<file path="src/rtl/segaddr_pkg.sv">
package segaddr_pkg;

    // Register index encoding shared by the write, read and override fields.
    typedef enum logic [1:0] {
        SEG_CODE  = 2'd0,
        SEG_DATA  = 2'd1,
        SEG_STACK = 2'd2,
        SEG_EXTRA = 2'd3
    } seg_id_e;

    // Access kind presented with a request.
    typedef enum logic [1:0] {
        ACC_FETCH = 2'd0,
        ACC_STACK = 2'd1,
        ACC_DATA  = 2'd2,
        ACC_XDATA = 2'd3
    } acc_kind_e;

    localparam int NUM_SEG = 4;
    localparam int SEL_W   = $clog2(NUM_SEG);

endpackage

</file>
<file path="src/rtl/seg_regfile.sv">
module seg_regfile
    import segaddr_pkg::*;
#(
    parameter int              SEG_W    = 16,
    parameter logic [SEG_W-1:0] CODE_RST = '1
) (
    input  logic             clk,
    input  logic             rst_n,
    input  logic             wr_en,
    input  logic [SEL_W-1:0] wr_sel,
    input  logic [SEG_W-1:0] wr_data,
    input  logic [SEL_W-1:0] rd_a_sel,
    output logic [SEG_W-1:0] rd_a_data,
    input  logic [SEL_W-1:0] rd_b_sel,
    output logic [SEG_W-1:0] rd_b_data
);

    logic [SEG_W-1:0] regs [NUM_SEG];

    for (genvar i = 0; i < NUM_SEG; i++) begin : g_seg
        localparam logic [SEG_W-1:0] RST_VAL =
            (i == int'(SEG_CODE)) ? CODE_RST : '0;
        logic [SEG_W-1:0] q;

        always_ff @(posedge clk or negedge rst_n) begin
            if (!rst_n) begin
                q <= RST_VAL;
            end else if (wr_en && (wr_sel == SEL_W'(i))) begin
                q <= wr_data;
            end
        end

        assign regs[i] = q;
    end

    assign rd_a_data = regs[rd_a_sel];
    assign rd_b_data = regs[rd_b_sel];

    // a write lands in exactly the named register on the next cycle
    p_write_lands_r2: assert property (@(posedge clk) disable iff (!rst_n)
        wr_en |=> (regs[$past(wr_sel)] == $past(wr_data)));

endmodule

</file>
<file path="src/rtl/seg_select.sv">
module seg_select
    import segaddr_pkg::*;
(
    input  logic             clk,
    input  logic             rst_n,
    input  logic [1:0]       kind,
    input  logic             ovr_en,
    input  logic [SEL_W-1:0] ovr_sel,
    output logic [SEL_W-1:0] seg_idx
);

    acc_kind_e kind_e;
    assign kind_e = acc_kind_e'(kind);

    always_comb begin
        unique case (kind_e)
            ACC_FETCH: seg_idx = SEG_CODE;
            ACC_STACK: seg_idx = SEG_STACK;
            ACC_XDATA: seg_idx = SEG_EXTRA;
            ACC_DATA:  seg_idx = ovr_en ? ovr_sel : SEL_W'(SEG_DATA);
            default:   seg_idx = SEG_DATA;
        endcase
    end

    // fetches are tied to the code base
    p_fetch_code_r3: assert property (@(posedge clk) disable iff (!rst_n)
        (kind == 2'd0) |-> (seg_idx == 2'd0));

    // stack references are tied to the stack base
    p_stack_fixed_r4: assert property (@(posedge clk) disable iff (!rst_n)
        (kind == 2'd1) |-> (seg_idx == 2'd2));

    // extra-data accesses are tied to the extra base
    p_xdata_fixed_r6: assert property (@(posedge clk) disable iff (!rst_n)
        (kind == 2'd3) |-> (seg_idx == 2'd3));

    // a data access without override picks the data base
    p_data_default_r5: assert property (@(posedge clk) disable iff (!rst_n)
        ((kind == 2'd2) && !ovr_en) |-> (seg_idx == 2'd1));

endmodule

</file>
<file path="src/rtl/addr_adder.sv">
module addr_adder #(
    parameter int SEG_W = 16,
    parameter int OFF_W = 16,
    parameter int SHIFT = 4,
    localparam int PA_W = SEG_W + SHIFT
) (
    input  logic             clk,
    input  logic             rst_n,
    input  logic             in_valid,
    input  logic [SEG_W-1:0] base,
    input  logic [OFF_W-1:0] offset,
    output logic             out_valid,
    output logic [PA_W-1:0]  out_addr
);

    logic [PA_W:0]   sum_full;
    logic [PA_W-1:0] sum_wrap;

    always_comb begin
        sum_full = {1'b0, base, {SHIFT{1'b0}}} + (PA_W + 1)'(offset);
        sum_wrap = sum_full[PA_W-1:0];
    end

    always_ff @(posedge clk or negedge rst_n) begin
        if (!rst_n) begin
            out_valid <= 1'b0;
            out_addr  <= '0;
        end else begin
            out_valid <= in_valid;
            if (in_valid) begin
                out_addr <= sum_wrap;
            end
        end
    end

    // one result per request, exactly one cycle later
    p_latency_r8: assert property (@(posedge clk) disable iff (!rst_n)
        in_valid |=> out_valid);
    p_no_spurious_r8: assert property (@(posedge clk) disable iff (!rst_n)
        !in_valid |=> !out_valid);

    // address holds while no request is in flight
    p_hold_idle_r10: assert property (@(posedge clk) disable iff (!rst_n)
        !in_valid |=> $stable(out_addr));

endmodule

</file>
<file path="src/rtl/seg_addr_gen.sv">
module seg_addr_gen
    import segaddr_pkg::*;
#(
    parameter int SEG_W = 16,
    parameter int OFF_W = 16,
    parameter int SHIFT = 4,
    localparam int PA_W = SEG_W + SHIFT
) (
    input  logic             clk,
    input  logic             rst_n,
    input  logic             seg_wr_en,
    input  logic [1:0]       seg_wr_sel,
    input  logic [SEG_W-1:0] seg_wr_data,
    input  logic [1:0]       seg_rd_sel,
    output logic [SEG_W-1:0] seg_rd_data,
    input  logic             req_valid,
    input  logic [1:0]       req_kind,
    input  logic             req_ovr_en,
    input  logic [1:0]       req_ovr_sel,
    input  logic [OFF_W-1:0] req_offset,
    output logic             pa_valid,
    output logic [PA_W-1:0]  pa_addr
);

    logic [SEL_W-1:0] sel_idx;
    logic [SEG_W-1:0] sel_base;

    seg_select u_select (
        .clk     (clk),
        .rst_n   (rst_n),
        .kind    (req_kind),
        .ovr_en  (req_ovr_en),
        .ovr_sel (req_ovr_sel),
        .seg_idx (sel_idx)
    );

    seg_regfile #(
        .SEG_W    (SEG_W),
        .CODE_RST ({SEG_W{1'b1}})
    ) u_regs (
        .clk       (clk),
        .rst_n     (rst_n),
        .wr_en     (seg_wr_en),
        .wr_sel    (seg_wr_sel),
        .wr_data   (seg_wr_data),
        .rd_a_sel  (sel_idx),
        .rd_a_data (sel_base),
        .rd_b_sel  (seg_rd_sel),
        .rd_b_data (seg_rd_data)
    );

    addr_adder #(
        .SEG_W (SEG_W),
        .OFF_W (OFF_W),
        .SHIFT (SHIFT)
    ) u_adder (
        .clk       (clk),
        .rst_n     (rst_n),
        .in_valid  (req_valid),
        .base      (sel_base),
        .offset    (req_offset),
        .out_valid (pa_valid),
        .out_addr  (pa_addr)
    );

    // the low SHIFT address bits come from the offset alone
    p_low_bits_r7: assert property (@(posedge clk) disable iff (!rst_n)
        pa_valid |-> (pa_addr[SHIFT-1:0] == $past(req_offset[SHIFT-1:0])));

endmodule

</file>
<file path="config.mk">
export PLATFORM = sky130hd
export DESIGN_NAME = seg_addr_gen
export DESIGN_NICKNAME = d
export VERILOG_FILES = /design/src/rtl/segaddr_pkg.sv /design/src/rtl/seg_regfile.sv /design/src/rtl/seg_select.sv /design/src/rtl/addr_adder.sv /design/src/rtl/seg_addr_gen.sv
export SDC_FILE = /design/constraint.sdc
export NUM_CORES = 1
export LEC_CHECK = 0
export BUFFER_PORTS_ARGS = -buffer_cell sky130_fd_sc_hd__buf_2
export CAP_MARGIN = 40
export CORE_MARGIN = 10
export CORE_UTILIZATION = 60
export DETAILED_ROUTE_END_ITERATION = 6
export PLACE_DENSITY = 0.84
export SYNTH_ARGS = -nofsm -noshare
export SYNTH_HDL_FRONTEND = slang
export SYNTH_SLANG_ARGS = --single-unit
export TNS_END_PERCENT = 10
</file>
<file path="constraint.sdc">
create_clock -name clk -period 6.4 [get_ports clk]
set_input_delay 0 -clock clk [delete_from_list [all_inputs] [get_ports clk]]
set_output_delay 0 -clock clk [all_outputs]
set_load 0.05 [all_outputs]
</file>
==> impl_metrics.tcl <==
set metrics [dict create \
    cts_tree "built" \
    worstSetupPathType "primary input to flip-flop" \
    wire_per_inst_um 21.5 \
    area_growth_pct 21.4 \
    ir_worst_vdd_mv 0.183 \
    synth_edf_count 0 \
    seq_power_share_pct 37.6 \
    place_inst 494 \
    ys_types 44 \
    hpwl_um 7770 \
    p_int_mw 1.26 \
    layout.area.seq_mm2 0.00215 \
    post-route-period-util_pct 52.0 \
    tns_ps 0 \
    track_usage_pct 20.5 \
    cap_violations 0 \
    cp.arrival_ps 3560 \
    p_sw_mw 0.772 \
    hold_viol 0 \
    clk_pin_slew_worst_paths_ps 80 \
    final-max-slew-violation-count 0 \
    hold-worst-slack_ps 26.7 \
    required_ps 6640 \
    grt_pass1_vias 3549 \
    ys_seq_elements 85 \
    hold_path.class "primary input to flip-flop" \
    postCtsResizedCells 0 \
    post-cts-setup-buffers 0 \
    synth_warnings 0 \
    io_pins 82 \
    power_density_mw_per_mm2 363 \
    synth_fp_nets 382 \
    pwr-share-clk_pct 22.6 \
    ys_seq_area_share_pct 46.7 \
    yosys-top-cells-count "77 x mux2_2, 69 x dfrtp_1, 29 x mux4_2" \
    syn_area_mm2 0.00460 \
    grt_setup_unrepaired "false" \
    cts_buffer_depth 2 \
    fin_skew_ps 10.2 \
    routabilityCongestion 0.935 \
    drc_errors 0 \
    synth_most_common_cell "mux2_2" \
    die_w_um 108 \
    cp-start-kind "primary input" \
    grt_max_degree 65 \
    outcome "finished, final reports clean" \
    overflow 0 \
    pwr-share-comb_pct 39.8 \
    cts_made_buffers 9 \
    syn_inst 323 \
    firstDrtPassIters 5 \
    chipHeight_um 108 \
    timing.fmax_ghz 0.301 \
    slew_headroom_pct 47.4 \
    n_fill_cell 480 \
    antenna_found_initial 0 \
    htree_num_levels 3 \
    viasPerCell 6.28 \
    yosysTopAreaCell "dfrtp_1" \
    antenna_left 0 \
    wl_um 11400 \
    synth-main-ff-cell "dfrtp_1" \
    worst_pin_slew_ps 789 \
    vias 3336 \
    cts-root-buf "clkbuf_8" \
    p_leak_nw 2.41 \
    yosys.area.top_type_share_pct 37.6 \
    grt_pass1_wl_um 18700 \
    row_count 31 \
    clk-insertion-delay-late_ps 360 \
    final_layout_size_suffix_gt1_share_pct 52.5 \
    die_area_mm2 0.0116 \
    period_needed_ps 3330 \
    worstSetupEndpointType "flip-flop" \
    fp.coreArea_mm2 0.00737 \
    synth_area_leaders "dfrtp_1 38%, mux2_2 19%, mux4_2 14%" \
    antenna_cells 0 \
    cts.sinks 85 \
    io_buffer_count 81 \
    setup_viol 0 \
    critPathMaxFanout 14 \
    ctsHoldBuffers 21 \
    finalNonFillerCells 531 \
    multi_input_area_mm2 0.00237 \
    async_flop_share_pct 100 \
    start_util_pct 62.4 \
    drtIter0Drc 237 \
    synth.avg_cell_area_um2 14.2 \
    switching_share_pct 38.1 \
    nets 486 \
]
==> logic make-up after synthesis <==
family	count (synthesis)	synth area share [%]
AND/OR/NAND/NOR	45	5.61
flip-flops	85	46.7
multiplexers	107	33.6
AO/OA/AOI/OAI	44	6.50
adder cells (fa/ha/maj)	14	3.97
buffers and inverters	20	2.07
XOR/XNOR	8	1.52
==> cells in the final DEF, fill, tap and decap left out, drive strengths merged, types with 2 or more instances in the layout <==
cell type	instances
a222oi	2
dlygate4sd3	21
nor3b	2
or3	4
nor3	7
nor4b	4
dfrtp	69
nor2	6
nand3b	2
nor2b	3
a31oi	5
buf	87
a21oi	10
xnor2	7
ha	13
bufinv	3
dfstp	16
clkbuf	12
mux2	77
nand3	4
a21o	5
a211oi	4
inv	5
o21ai	8
o21bai	2
nand2	8
mux4	30
==> layout make-up <==
type | count | share of cell area [%]
clock buffers | 12 | 2.60
clock inverters | 4 | 1.70
multi-input cells | 218 | 42.4
inverters | 5 | 0.336
flip-flops and latches | 85 | 38.5
well taps | 99 | 2.22
repair buffers | 108 | 12.3
==> state kept, by name (all words and copies together) (netlist names) <==
name / count
u_regs.g_seg.q: 64
u_adder.out_addr: 20
u_adder.out_valid: 1
==> per-layer routing <==
metal / up-vias / wire length (µm) / global-route usage, %
met3: 25 / 1070 / 6.41
li1: 1467 / - / -
met4: 0 / 231 / 7.25
met1: 1693 / 4580 / 25.8
met2: 151 / 5550 / 32.6
met5: - / 0 / 0
==> critical path: stages <==
cell and delay [ps]:
buf_2 130, or3b_1 420, nand2_1 590, mux4_2 410, ha_1 230, fa_1 430
a211oi_1 310, nor3_1 90, o31a_1 290, a211oi_2 270, xnor2_1 100, mux2_2 270
==> per-stage QoR <==
| stage | cell area, µm² | setup slack, ps | utilization, % | power, mW |
|---|---|---|---|---|
| 2_1_floorplan | 4600 | 3260 | - | 1.35 |
| 3_5_place_dp | 5130 | 2710 | 69.6 | 1.55 |
| 4_1_cts | 5580 | 3080 | 75.8 | 2.02 |
| 3_3_place_gp | 5080 | 2830 | 68.9 | 1.53 |
| 5_1_grt | 5580 | 2900 | 75.8 | 2.13 |
| 6_report | 5580 | 3070 | 75.8 | 2.03 |
==> power groups by stage <==
| stage | Sequential, mW | Clock, mW | Combinational [mW] |
|---|---|---|---|
| 5_1_grt | 0.776 | 0.489 | 0.865 |
| 4_1_cts | 0.753 | 0.462 | 0.807 |
| 6_report | 0.762 | 0.458 | 0.808 |
| 3_5_place_dp | 0.763 | 0 | 0.792 |
| 2_1_floorplan | 0.902 | 0 | 0.452 |
| 3_3_place_gp | 0.754 | 0 | 0.776 |
==> path summary, 6_finish.rpt <==
kind                                                endpoint                        startpoint  cells after the start  slack, ps
setup reg to reg            u_adder.out_addr[19]$_DFFE_PN0P_  u_regs.g_seg[3].q[1]$_DFFE_PN0P_                      8       3410
hold reg to reg             u_adder.out_addr[12]$_DFFE_PN0P_  u_adder.out_addr[12]$_DFFE_PN0P_                      1        480
min in group asynchronous   u_adder.out_addr[11]$_DFFE_PN0P_                             rst_n                      2         60
setup / recovery            u_adder.out_addr[16]$_DFFE_PN0P_                       req_kind[0]                     12       3070
hold / removal                   u_adder.out_valid$_DFF_PN0_                         req_valid                      1         30
max in group asynchronous  u_regs.g_seg[2].q[15]$_DFFE_PN0P_                             rst_n                      3       5270
Note: power is estimated with default switching activity, not from simulation.
